`src/rtl/xfer3d_pkg.sv`:
```
package xfer3d_pkg;
  localparam int OPT_W          = 11;
  localparam int OPT_SRC_FIX    = 0;
  localparam int OPT_DST_FIX    = 1;
  localparam int OPT_SYNC_FRAME = 2;
  localparam int OPT_STATIC     = 3;
  localparam int OPT_RSV_LO     = 4;
  localparam int OPT_RSV_HI     = 7;
  localparam int OPT_FW_LO      = 8;
  localparam int OPT_FW_HI      = 10;
  localparam logic [2:0] FW_MAX = 3'd5;

  typedef enum logic [1:0] {
    ST_IDLE  = 2'd0,
    ST_ARMED = 2'd1,
    ST_RUN   = 2'd2
  } walk_state_e;
endpackage

```
`src/rtl/xfer3d_addr_walk.sv`:
```
module xfer3d_addr_walk #(
  parameter int AW = 32,
  parameter int SW = 16
) (
  input  logic          clk,
  input  logic          rst_n,
  input  logic          ld_en,
  input  logic [AW-1:0] ld_base,
  input  logic [SW-1:0] ld_astr,
  input  logic [SW-1:0] ld_fstr,
  input  logic          fixed,
  input  logic          step_en,
  input  logic          frame_end,
  input  logic          restore,
  output logic [AW-1:0] cur_addr,
  output logic [AW-1:0] frame_addr
);
  localparam int EXT = AW - SW;

  logic [AW-1:0] base_q, cur_q, frm_q;
  logic [AW-1:0] base_n, cur_n, frm_n;
  logic [SW-1:0] astr_q, fstr_q, astr_n, fstr_n;
  logic [AW-1:0] astr_x, fstr_x;
  logic          upd_en;

  assign astr_x = {{EXT{astr_q[SW-1]}}, astr_q};
  assign fstr_x = {{EXT{fstr_q[SW-1]}}, fstr_q};
  assign upd_en = ld_en | step_en;

  always_comb begin
    base_n = base_q;
    cur_n  = cur_q;
    frm_n  = frm_q;
    astr_n = astr_q;
    fstr_n = fstr_q;
    if (ld_en) begin
      base_n = ld_base;
      cur_n  = ld_base;
      frm_n  = ld_base;
      astr_n = ld_astr;
      fstr_n = ld_fstr;
    end else if (step_en) begin
      if (restore) begin
        cur_n = base_q;
        frm_n = base_q;
      end else if (!fixed) begin
        if (frame_end) begin
          frm_n = frm_q + fstr_x;
          cur_n = frm_q + fstr_x;
        end else begin
          cur_n = cur_q + astr_x;
        end
      end
    end
  end

  always_ff @(posedge clk or negedge rst_n) begin
    if (!rst_n) begin
      base_q <= '0;
      cur_q  <= '0;
      frm_q  <= '0;
      astr_q <= '0;
      fstr_q <= '0;
    end else if (upd_en) begin
      base_q <= base_n;
      cur_q  <= cur_n;
      frm_q  <= frm_n;
      astr_q <= astr_n;
      fstr_q <= fstr_n;
    end
  end

  assign cur_addr   = cur_q;
  assign frame_addr = frm_q;
endmodule

```
`src/rtl/xfer3d_count.sv`:
```
module xfer3d_count #(
  parameter int CW = 16
) (
  input  logic          clk,
  input  logic          rst_n,
  input  logic          ld_en,
  input  logic [CW-1:0] ld_acnt,
  input  logic [CW-1:0] ld_fcnt,
  input  logic [CW-1:0] ld_arld,
  input  logic          sync_frame,
  input  logic          step_en,
  input  logic          restore,
  output logic          frame_end,
  output logic          block_end
);
  localparam logic [CW-1:0] ONE = {{(CW-1){1'b0}}, 1'b1};

  logic [CW-1:0] acnt0_q, fcnt0_q, arld_q, aleft_q, fleft_q;
  logic [CW-1:0] acnt0_n, fcnt0_n, arld_n, aleft_n, fleft_n;
  logic          upd_en;

  assign frame_end = (aleft_q == ONE);
  assign block_end = frame_end && (fleft_q == ONE);
  assign upd_en    = ld_en | step_en;

  always_comb begin
    acnt0_n = acnt0_q;
    fcnt0_n = fcnt0_q;
    arld_n  = arld_q;
    aleft_n = aleft_q;
    fleft_n = fleft_q;
    if (ld_en) begin
      acnt0_n = ld_acnt;
      fcnt0_n = ld_fcnt;
      arld_n  = ld_arld;
      aleft_n = ld_acnt;
      fleft_n = ld_fcnt;
    end else if (step_en) begin
      if (restore) begin
        aleft_n = acnt0_q;
        fleft_n = fcnt0_q;
      end else if (frame_end) begin
        aleft_n = sync_frame ? acnt0_q : arld_q;
        fleft_n = fleft_q - ONE;
      end else begin
        aleft_n = aleft_q - ONE;
      end
    end
  end

  always_ff @(posedge clk or negedge rst_n) begin
    if (!rst_n) begin
      acnt0_q <= '0;
      fcnt0_q <= '0;
      arld_q  <= '0;
      aleft_q <= '0;
      fleft_q <= '0;
    end else if (upd_en) begin
      acnt0_q <= acnt0_n;
      fcnt0_q <= fcnt0_n;
      arld_q  <= arld_n;
      aleft_q <= aleft_n;
      fleft_q <= fleft_n;
    end
  end
endmodule

```
`src/rtl/xfer3d_walker.sv`:
```
module xfer3d_walker
  import xfer3d_pkg::*;
#(
  parameter int AW = 32,
  parameter int CW = 16,
  parameter int SW = 16
) (
  input  logic             clk,
  input  logic             rst_n,
  input  logic             ld_valid,
  input  logic [OPT_W-1:0] ld_opt,
  input  logic [AW-1:0]    ld_src,
  input  logic [AW-1:0]    ld_dst,
  input  logic [CW-1:0]    ld_alen,
  input  logic [CW-1:0]    ld_acnt,
  input  logic [CW-1:0]    ld_fcnt,
  input  logic [CW-1:0]    ld_arld,
  input  logic [SW-1:0]    ld_src_astr,
  input  logic [SW-1:0]    ld_src_fstr,
  input  logic [SW-1:0]    ld_dst_astr,
  input  logic [SW-1:0]    ld_dst_fstr,
  input  logic             evt,
  output logic             cmd_valid,
  input  logic             cmd_ready,
  output logic [AW-1:0]    cmd_src,
  output logic [AW-1:0]    cmd_dst,
  output logic [CW-1:0]    cmd_len,
  output logic             cmd_src_fix,
  output logic             cmd_dst_fix,
  output logic [2:0]       cmd_fwid,
  output logic             done,
  output logic [AW-1:0]    fin_src,
  output logic [AW-1:0]    fin_dst,
  output logic             missed
);
  localparam int NSIDE = 2;

  walk_state_e   state_q, state_n;
  logic [1:0]    fix_q, fix_n;
  logic          sync_q, sync_n, static_q, static_n;
  logic [2:0]    fw_q, fw_n;
  logic [CW-1:0] alen_q, alen_n;
  logic          done_q, done_n, missed_q, missed_n;

  logic ld_ok, ld_acc, start, hs, last, restore, burst_end;
  logic frame_end, block_end;

  // descriptor acceptance
  assign ld_ok = (ld_alen != '0) && (ld_acnt != '0) && (ld_fcnt != '0) &&
                 (ld_opt[OPT_RSV_HI:OPT_RSV_LO] == '0) &&
                 (ld_opt[OPT_SYNC_FRAME] || (ld_arld != '0));
  assign ld_acc = ld_valid && ld_ok && (state_q != ST_RUN);

  assign cmd_valid = (state_q == ST_RUN);
  assign hs        = cmd_valid && cmd_ready;
  assign start     = (state_q == ST_ARMED) && evt && !ld_acc;
  assign last      = hs && block_end;
  assign restore   = last && static_q;
  assign burst_end = hs && (block_end || !sync_q || frame_end);

  always_comb begin
    state_n = state_q;
    unique case (state_q)
      ST_IDLE:  if (ld_acc) state_n = ST_ARMED;
      ST_ARMED: if (ld_acc) state_n = ST_ARMED;
                else if (start) state_n = ST_RUN;
      ST_RUN:   if (burst_end)
                  state_n = (block_end && !static_q) ? ST_IDLE : ST_ARMED;
      default:  state_n = ST_IDLE;
    endcase
  end

  always_comb begin
    fix_n    = fix_q;
    sync_n   = sync_q;
    static_n = static_q;
    fw_n     = fw_q;
    alen_n   = alen_q;
    if (ld_acc) begin
      fix_n    = {ld_opt[OPT_DST_FIX], ld_opt[OPT_SRC_FIX]};
      sync_n   = ld_opt[OPT_SYNC_FRAME];
      static_n = ld_opt[OPT_STATIC];
      fw_n     = ld_opt[OPT_FW_HI:OPT_FW_LO];
      alen_n   = ld_alen;
    end
    done_n   = last;
    missed_n = (missed_q && !ld_acc) || (evt && !start);
  end

  always_ff @(posedge clk or negedge rst_n) begin
    if (!rst_n) begin
      state_q  <= ST_IDLE;
      done_q   <= 1'b0;
      missed_q <= 1'b0;
    end else begin
      state_q  <= state_n;
      done_q   <= done_n;
      missed_q <= missed_n;
    end
  end

  always_ff @(posedge clk or negedge rst_n) begin
    if (!rst_n) begin
      fix_q    <= '0;
      sync_q   <= 1'b0;
      static_q <= 1'b0;
      fw_q     <= '0;
      alen_q   <= '0;
    end else if (ld_acc) begin
      fix_q    <= fix_n;
      sync_q   <= sync_n;
      static_q <= static_n;
      fw_q     <= fw_n;
      alen_q   <= alen_n;
    end
  end

  // per-side address walkers
  logic [NSIDE-1:0][AW-1:0] side_base, side_cur, side_frm;
  logic [NSIDE-1:0][SW-1:0] side_astr, side_fstr;

  assign side_base = {ld_dst, ld_src};
  assign side_astr = {ld_dst_astr, ld_src_astr};
  assign side_fstr = {ld_dst_fstr, ld_src_fstr};

  for (genvar g = 0; g < NSIDE; g++) begin : g_side
    xfer3d_addr_walk #(.AW(AW), .SW(SW)) u_walk (
      .clk        (clk),
      .rst_n      (rst_n),
      .ld_en      (ld_acc),
      .ld_base    (side_base[g]),
      .ld_astr    (side_astr[g]),
      .ld_fstr    (side_fstr[g]),
      .fixed      (fix_q[g]),
      .step_en    (hs),
      .frame_end  (frame_end),
      .restore    (restore),
      .cur_addr   (side_cur[g]),
      .frame_addr (side_frm[g])
    );
  end

  xfer3d_count #(.CW(CW)) u_count (
    .clk        (clk),
    .rst_n      (rst_n),
    .ld_en      (ld_acc),
    .ld_acnt    (ld_acnt),
    .ld_fcnt    (ld_fcnt),
    .ld_arld    (ld_arld),
    .sync_frame (sync_q),
    .step_en    (hs),
    .restore    (restore),
    .frame_end  (frame_end),
    .block_end  (block_end)
  );

  assign cmd_src     = side_cur[0];
  assign cmd_dst     = side_cur[1];
  assign cmd_len     = alen_q;
  assign cmd_src_fix = fix_q[0];
  assign cmd_dst_fix = fix_q[1];
  assign cmd_fwid    = ((fix_q != '0) && (fw_q <= FW_MAX)) ? fw_q : 3'd0;
  assign done        = done_q;
  assign fin_src     = side_frm[0];
  assign fin_dst     = side_frm[1];
  assign missed      = missed_q;
endmodule

```
`config.mk`:
```
export PLATFORM = sky130hd
export DESIGN_NAME = xfer3d_walker
export DESIGN_NICKNAME = d
export VERILOG_FILES = /design/src/rtl/xfer3d_pkg.sv /design/src/rtl/xfer3d_addr_walk.sv /design/src/rtl/xfer3d_count.sv /design/src/rtl/xfer3d_walker.sv
export SDC_FILE = /design/constraint.sdc
export NUM_CORES = 1
export LEC_CHECK = 0
export ABC_AREA = 1
export BUFFER_PORTS_ARGS = -buffer_cell sky130_fd_sc_hd__buf_2
export CAP_MARGIN = 20
export CORE_ASPECT_RATIO = 0.75
export CORE_MARGIN = 2
export CORE_UTILIZATION = 64
export DETAILED_ROUTE_END_ITERATION = 10
export PLACE_DENSITY = 0.84
export SYNTH_ARGS = -nofsm -noshare
export SYNTH_HDL_FRONTEND = slang
export SYNTH_HIERARCHICAL = 1
export SYNTH_SLANG_ARGS = --single-unit
```
`constraint.sdc`:
```
create_clock -name clk -period 7.2 [get_ports clk]
set_clock_uncertainty 0.15 [all_clocks]
set_input_delay 1.44 -clock clk [delete_from_list [all_inputs] [get_ports clk]]
set_output_delay 1.44 -clock clk [all_outputs]
set_load 0.01 [all_outputs]
```
==> reports/qor.txt, run 1 <==
Flop and latch count out of synthesis - 363
Worst setup path class - in -> reg
Fin. max-slew vios - 0
Vias in the first global route - 24770
CORE AREA - 40680 um2
CTS H-tree lvls - 2
Total negative slack - 0 ns
Fmax - 193.3 MHz
Mean area per synthesized cell - 6.652 um2
Period utilization - 0.7185
Layout cells sized above 1 - 0.1335
RSZ-0062 raised after global routing - no
GR Overflow Total - 0
DRT antenna net count - 0
Total of max-cap violations - 0
CP cell instances - buf_2 -> nor2_1 -> nand2_1 -> nor2_1 -> nand2_1 -> nand2_1 -> nor2_4 -> nand3_4 -> inv_8 -> inv_2 -> nand2_4 -> inv_4 -> nor2_4 -> inv_2 -> a21oi_1 -> nand2_1 -> nand2_1 -> nor2_1
Most frequent CP cell - nand2_1
Starting Density - 0.6474
Crit path max fanout - 116
RD Place Congestion - 1.068
Cell accounting for the most synthesized area - dfrtp_1
Detailed-route via count - 27910
Root Buffer - clkbuf_16
Peak supply drop - 238.6 uV
Status - finished, final reports clean
Total wire length - 89990 um
Drt first pass iters - 6
Clock Pin Slew Worst Setup and Hold Paths - 0.06 ns
Placed cells - 4748
Ys Warns - 6
Net count after synthesis - 4299
Lkg Pwr - 0.01677 uW
Comb power frac - 0.521
Fin nets - 4600
First-pass GRT wire length - 138600 um
Fin Hold WS - 0.3199 ns
IO Count - 360
Fin cells - 4819
Synth area leaders - dfrtp_1, nand2_1, inv_1
PwrDens - 388.1 nW/um2
CTS tree - built
Post-Syn Area - 26340 um2
Worst-skew pair later-pin latency - 0.55 ns
GRT Overall Usage - 0.4138
Arrival time worst endpoint - 5.45 ns
Die H - 179.7 um
Share of the synthesized area in the top cell type - 0.3449
Psw - 5533 uW
Distinct cells, synth - 64
Buf/Inv on CP - 5
Post-CTS Resized - 0
Die Wd - 238.2 um
Slowest stage delay, CP - 0.80 ns
Setup Buffers After CTS - 0
CTS sink count - 363
Tightest Pin Transition - 1.122 ns
Port bufs - 359
Rel. slew slack - 0.2440
Crit end category - flip-flop
Power share of the clock group - 0.176
Number of vias per cell - 5.792
CP Launch Type - input port
Seq/Total Area, Yosys - 0.3449
Synth Instances - 3959
Sequential share of power - 0.303
Largest net degree at the start of global routing - 164
Longest Clk Path Bufs - 3
Clock buffer count from CTS - 38
Slowest cell on crit path - nor2_4
Min Tclk post-route - 5.173 ns
Top delay family on crit path - simple AND/OR/NAND/NOR gates
Area growth syn-to-layout - 12.33%
Drt wl/cell - 18.67 um
Die area - 42800 um2
Worst setup margin - 2.027 ns
Initial antenna violation count - 5
Post-CTS Hold Buffers - 0
Final hold vios - 0
DRT iter0 DRCs - 3580
# DRC - 0
Int Power - 5948 uW
DPL Wire Length - 69000 um
Placement Setup Slack - 1.584 ns
Required @ worst endpoint - 7.48 ns
Row count - 64
Switching share of power - 0.4819
Final Setup Violations - 0
Hold/Removal Path Class - reg -> reg
==> cells in the mapped netlist (all sizes together) <==
library cell and number:
nand3b 16, a2bb2oi 35, nand3 284, o22a 2, o211ai 18, buf 81, nor2 383, o22ai 9
inv 480, nor3 28, nand2 1515, a31oi 6, o21bai 26, ha 128, clkbuf 29, a211oi 5
nand4 31, clkinv 1, nor3b 4, fa 4, nand2b 1, xor2 17, o21a 14, a311oi 4
mux2i 4, xnor2 19, o21ai 152, dfrtp 363, a21boi 8, o211a 1, nor4 8, o2111ai 1
o31ai 14, and3 2, a21o 5, a21oi 231, and2 3, or2 27
==> path summary, 6_finish.rpt <==
path	endpoint	slack, ns	start	cells past startpoint
min in group asynchronous	g_side[0].u_walk/frame_addr[31]$_DFFE_PN0P_	0.78	rst_n	1
hold reg to reg	u_count/fcnt0_q[6]$_DFFE_PN0P_	0.32	u_count/fcnt0_q[6]$_DFFE_PN0P_	2
setup reg to reg	g_side[0].u_walk/cur_addr[29]$_DFFE_PN0P_	2.03	u_count/aleft_q[12]$_DFFE_PN0N_	16
hold / removal	u_count/fcnt0_q[6]$_DFFE_PN0P_	0.32	u_count/fcnt0_q[6]$_DFFE_PN0P_	2
setup / recovery	g_side[0].u_walk/cur_addr[29]$_DFFE_PN0P_	2.03	ld_acnt[11]	18
max in group asynchronous	g_side[1].u_walk/fstr_q[14]$_DFFE_PN0P_	4.68	rst_n	2
==> worst reg2reg max path, stage by stage, from the launching register on <==
cell,delay [ns]
dfrtp_1,0.41
inv_1,0.08
nand2_1,0.07
nor2_2,0.40
nand3_2,0.59
nor4_2,0.35
and3_2,0.27
buf_4,0.52
nor2_8,0.25
inv_2,0.18
nor2_4,0.06
nor2_4,0.77
inv_2,0.51
a21oi_1,0.24
nand2_1,0.10
nand2_1,0.06
nor2_1,0.03
==> registers in the layout (all words and copies together) (netlist names), 3 cells and up <==
| name | count |
|---|---|
| u_count/acnt0_q | 16 |
| fw_q | 3 |
| u_count/aleft_q | 16 |
| u_count/fleft_q | 16 |
| g_side.u_walk/astr_q | 32 |
| g_side.u_walk/cur_addr | 64 |
| u_count/fcnt0_q | 16 |
| cmd_len | 16 |
| g_side.u_walk/fstr_q | 32 |
| g_side.u_walk/frame_addr | 64 |
| g_side.u_walk/base_q | 64 |
| u_count/arld_q | 16 |
==> power groups by stage <==
stage               clock, uW  combinational [uW]  sequential (uW)
floorplan                   0                4000             3300
global placement            0                5670             3450
detailed placement          0                5750             3460
CTS                      2030                5810             3430
global route             2110                6650             3520
finish                   2020                5980             3480
==> layout by cell type (no fill, tap or decap), types with 33 or more instances in the layout <==
cell type / count
dfrtp_1: 363
clkbuf_16: 39
inv_1: 464
ha_1: 128
a21oi_1: 219
nand2_2: 33
buf_2: 358
a2bb2oi_1: 35
nor2_1: 352
o21ai_0: 138
nand2_1: 1481
nand3_1: 268
==> cell families after synthesis <==
group                      synth area share
AOI/OAI and AO/OA                    0.1203
xor gates and xnor gates            0.01226
adders and majority gates           0.06385
buffers and inverters               0.09179
DFF                                  0.3449
muxes                              0.001520
and+or+nand+nor                      0.3654
==> layer usage <==
metal | GRT usage | vias up | wire [um]
li1 | - | 13280 | -
met1 | 0.6256 | 12760 | 38640
met2 | 0.5591 | 1681 | 35330
met3 | 0.1186 | 191 | 12390
met4 | 0.1485 | 0 | 3620
met5 | 0 | - | 0
==> per-stage QoR <==
| step | power, uW | utilization | cell area [um2] |
|---|---|---|---|
| after floorplan | 7306 | - | 26340 |
| after global placement | 9123 | 0.6962 | 28320 |
| after detailed placement | 9209 | 0.6962 | 28320 |
| after CTS | 11280 | 0.7269 | 29570 |
| after global routing | 12290 | 0.7272 | 29580 |
| final | 11480 | 0.7272 | 29580 |
==> cell type report <==
cell class	instances	area [um2]
Inverter	481	1818
Antenna cell	5	12.51
Sequential cell	363	9084
Clock buffer	49	1054
Timing Repair Buffer	371	1922
Fill cell	3536	11100
Multi-Input combinational cell	3005	14840
Clock inverter	17	196.4
Tap cell	528	660.6
(Power assumes the default switching activity.)
==> inputs of run 2 (changes only) <==
- ABC_AREA: 1 -> 0
- CORE_UTILIZATION: 64 -> 53
- PLACE_DENSITY: 0.84 -> 0.75
- clock period: 7.2 -> 4.7 ns (I/O delays scaled with it)
==> run 2 against run 1 <==
Compared with the run above:
- non-clock buffer count grew 41
- cell count down 28%
- clock power increased by 63%
- setup slack worse by 1.6 ns
- die area rose by 9.1%
- final area shrank 6.2%
- combinational power grew 59%
- sequential share of layout area up 2.0 points
- utilization decreased by 10 points
- power rose by 59%
- register-to-register slack worse by 1.6 ns
- critical path type is now reg -> reg
- critical endpoint is now g_side[0].u_walk/cur_addr[17]$_DFFE_PN0P_
==> reports/qor.txt, run 2 <==
Clock buffer count from CTS - 39 (was 38)
Worst setup path class - reg -> reg (was in -> reg)
R2R setup slack - 0.39 ns (was 2.03 ns)
Seq/Total Area, Yosys - 0.3812 (was 0.3449)
Die area - 46690 um2 (was 42800 um2)
Largest net degree at the start of global routing - 106 (was 164)
Most frequent cell after synthesis - dfrtp_1 (was nand2_1)
Synth area leaders - dfrtp_1, mux2_2, ha_1 (was dfrtp_1, nand2_1, inv_1)
R2r endpoint - g_side[0].u_walk/cur_addr[17]$_DFFE_PN0P_ (was g_side[0].u_walk/cur_addr[29]$_DFFE_PN0P_)
Starting Density - 0.5353 (was 0.6474)
Cell accounting for the most synthesized area - dfrtp_1 (unchanged)
Flop and latch count out of synthesis - 363 (unchanged)
CTS H-tree lvls - 2 (unchanged)
GR Overflow Total - 0 (unchanged)
Slowest stage delay, CP - 0.41 ns (was 0.80 ns)
Synth cell count leaders - dfrtp_1, nand2_1, nor2_1, a21oi_1, o21ai_0 (was nand2_1, inv_1, dfrtp_1, nor2_1, nand3_1)
CORE AREA - 44510 um2 (was 40680 um2)
Lkg Pwr - 0.01275 uW (was 0.01677 uW)
Post-synth EDFFs - 0 (unchanged)
RSZ-0062 raised after global routing - no (unchanged)
Arrival time worst endpoint - 4.54 ns (was 5.45 ns)
Min Tclk post-route - 4.310 ns
Root Buffer - clkbuf_16 (unchanged)
Worst-skew pair later-pin latency - 0.55 ns (about the same)
Row count - 67 (was 64)
Setup crit start - u_count/aleft_q[1]$_DFFE_PN0N_ (was ld_acnt[11])
Layout Utilization - 0.6234 (was 0.7272)
Post-Syn Area - 23830 um2 (was 26340 um2)
First-pass GRT wire length - 127400 um (was 138600 um)
Area of the multi-input gates - 13960 um2 (was 14840 um2)
Peak supply drop - 397.0 uV (was 238.6 uV)
Total negative slack - 0 ns (unchanged)
Synth Instances - 2542 (was 3959)
Period utilization - 0.9171
Distinct cells, synth - 105 (was 64)
Async set-or-reset flop fraction in the synthesized netlist - 1.000 (unchanged)
GRT Overall Usage - 0.3504 (was 0.4138)
Worst Reg-to-Reg Cells - 19 (was 16)
Most common cell after layout, fill and taps aside - dfrtp_1 (was nand2_1)
DPL Wire Length - 64430 um (was 69000 um)
DRT antenna net count - 0 (unchanged)
Placed cells - 3414 (was 4748)
PwrDens - 657.6 nW/um2 (was 388.1 nW/um2)
Fin cells - 3488 (was 4819)
Layout fillers - 3698 (was 3536)
Fin. max-slew vios - 0 (unchanged)
Share of the synthesized area in the top cell type - 0.3812 (was 0.3449)
Highest-count cells in the layout ignoring fill and taps - dfrtp_1, buf_2, nand2_1 (was nand2_1, inv_1, dfrtp_1)
Area growth syn-to-layout - 16.45% (was 12.33%)
Slowest cell on crit path - dfrtp_1 (was nor2_4)
Fmax - 232.0 MHz
Crit path max fanout - 13 (was 116)
Mean area per synthesized cell - 9.375 um2 (was 6.652 um2)
Hold/Removal Path Class - in -> async (was reg -> reg)
Setup Buffers After CTS - 0 (unchanged)
Clock Pin Slew Worst Setup and Hold Paths - 0.07 ns (was 0.06 ns)
Vias in the first global route - 20880 (was 24770)
CTS sink count - 363 (unchanged)
Reg-to-Reg Start - u_count/aleft_q[1]$_DFFE_PN0N_ (was u_count/aleft_q[12]$_DFFE_PN0N_)
CP Launch Type - flip-flop (was input port)
Worst setup path endpoint - g_side[0].u_walk/cur_addr[17]$_DFFE_PN0P_ (was g_side[0].u_walk/cur_addr[29]$_DFFE_PN0P_)
CTS tree - built (unchanged)
Total of max-cap violations - 0 (unchanged)
Worst setup margin - 0.3896 ns (was 2.027 ns)
Die Wd - 248.9 um (was 238.2 um)
Detailed-route via count - 22700 (was 27910)
Ys Warns - 6 (unchanged)
Required @ worst endpoint - 4.93 ns (was 7.48 ns)
Fin Hold WS - 0.2945 ns (was 0.3199 ns)
Status - finished, final reports clean (unchanged)
Rel. slew slack - 0.2363 (was 0.2440)
# DRC - 0 (unchanged)
Post-CTS Resized - 0 (unchanged)
Port bufs - 359 (unchanged)
Top delay family on crit path - simple AND/OR/NAND/NOR gates (unchanged)
Buf/Inv on CP - 6 (was 5)
Die H - 187.6 um (was 179.7 um)
Most frequent CP cell - buf_4 (was nand2_1)
Crit end category - flip-flop (unchanged)
Storage element area - 9084 um2 (unchanged)
Net count after synthesis - 2882 (was 4299)
Number of vias per cell - 6.508 (was 5.792)
Drt wl/cell - 24.17 um (was 18.67 um)
Fin nets - 3209 (was 4600)
Final hold vios - 0 (unchanged)
IO Count - 360 (unchanged)
CP cell instances - inv_1 -> ha_1 -> nor4b_4 -> and4_4 -> nand3b_1 -> nor4bb_1 -> buf_4 -> and3_1 -> and2_2 -> buf_12 -> clkinv_1 -> buf_4 -> a21boi_1 -> buf_4 -> nand3_1 -> o21ai_0 -> nand3_1 -> o211ai_1 -> a311oi_1 (was buf_2 -> nor2_1 -> nand2_1 -> nor2_1 -> nand2_1 -> nand2_1 -> nor2_4 -> nand3_4 -> inv_8 -> inv_2 -> nand2_4 -> inv_4 -> nor2_4 -> inv_2 -> a21oi_1 -> nand2_1 -> nand2_1 -> nor2_1)
Total wire length - 84310 um (was 89990 um)
RD Place Congestion - 0.9754 (was 1.068)
Tightest Pin Transition - 1.138 ns (was 1.122 ns)
DRT iter0 DRCs - 3063 (was 3580)
Placement Setup Slack - 0.3486 ns (was 1.584 ns)
Cell count along the critical path - 19 (was 18)
Longest Clk Path Bufs - 3 (unchanged)
Final Setup Violations - 0 (unchanged)
Post-CTS Hold Buffers - 0 (unchanged)
Drt first pass iters - 6 (unchanged)
Initial antenna violation count - 5 (unchanged)
Ys flop type - dfrtp_1 (unchanged)
Layout cells sized above 1 - 0.2485 (was 0.1335)
run 2: cell count changes after synthesis, sizes merged, moves of 66 or more:
cell / delta
clkbuf: +66
mux2: +185
nand3: -232
nand2: -1306
inv: -411
nor2: -180
run 2: kinds of logic after synthesis:
logic type / count (synthesis) / synth area share
fa+ha+maj: 132 / 0.07057
mux: 218 / 0.1043
flops: 363 / 0.3812
buf+inv: 198 / 0.03387
simple gates: 726 / 0.1517
xor+xnor: 106 / 0.03896
compound gates: 799 / 0.2195
run 2: per-layer routing:
layer	share of wire	wire length [um]	GRT usage
met3	0.13	10820	0.09661
met1	0.45	38090	0.5443
met4	0.023	1967	0.08392
met2	0.40	33440	0.4759
met5	0	0	0
run 2: final cells by class:
cell class / instances / share of cell area
sequential: 363 / 0.3273
tap: 586 / 0.02642
multi-input combinational: 1981 / 0.5029
clock buffer: 59 / 0.04337
clock inverter: 10 / 0.005816
inverter: 72 / 0.009739
timing repair buffer: 412 / 0.08395
antenna: 5 / 0.0004509
run 2: worst register-to-register path: stages, from the launching register on:
cell and delay, ns:
dfrtp_1 0.41, inv_1 0.11, ha_1 0.17, nor4b_4 0.31, and4_4 0.31, nand3b_1 0.10
nor4bb_1 0.30, buf_4 0.17, and3_1 0.15, and2_2 0.29, buf_12 0.19, clkinv_1 0.06
buf_4 0.17, a21boi_1 0.14, buf_4 0.20, nand3_1 0.08, o21ai_0 0.31, nand3_1 0.15
o211ai_1 0.33, a311oi_1 0.08
run 2: per-stage QoR:
step                total power [uW]  cell area (um2)
floorplan                      11390            23830
global placement               14370            26370
detailed placement             14560            26370
CTS                            17940            27740
global route                   19320            27750
finish                         18250            27750
run 2: worst min-delay path by stage:
stage,start,to,cells past startpoint
floorplan,g_side[0].u_walk/base_q[28]$_DFFE_PN0P_,g_side[0].u_walk/base_q[28]$_DFFE_PN0P_,2
global placement,g_side[1].u_walk/base_q[9]$_DFFE_PN0P_,g_side[1].u_walk/base_q[9]$_DFFE_PN0P_,1
detailed placement,g_side[1].u_walk/base_q[9]$_DFFE_PN0P_,g_side[1].u_walk/base_q[9]$_DFFE_PN0P_,1
CTS,g_side[1].u_walk/base_q[9]$_DFFE_PN0P_,g_side[1].u_walk/base_q[9]$_DFFE_PN0P_,1
global route,rst_n,g_side[1].u_walk/base_q[28]$_DFFE_PN0P_,1
finish,rst_n,g_side[1].u_walk/base_q[28]$_DFFE_PN0P_,1
run 2: where the power goes:
group,total [uW],leakage (uW),switching [uW],internal [uW]
Clock,3300,0.000662,1310,1990
Sequential,5460,0.00451,1240,4230
Combinational,9480,0.00757,5650,3840
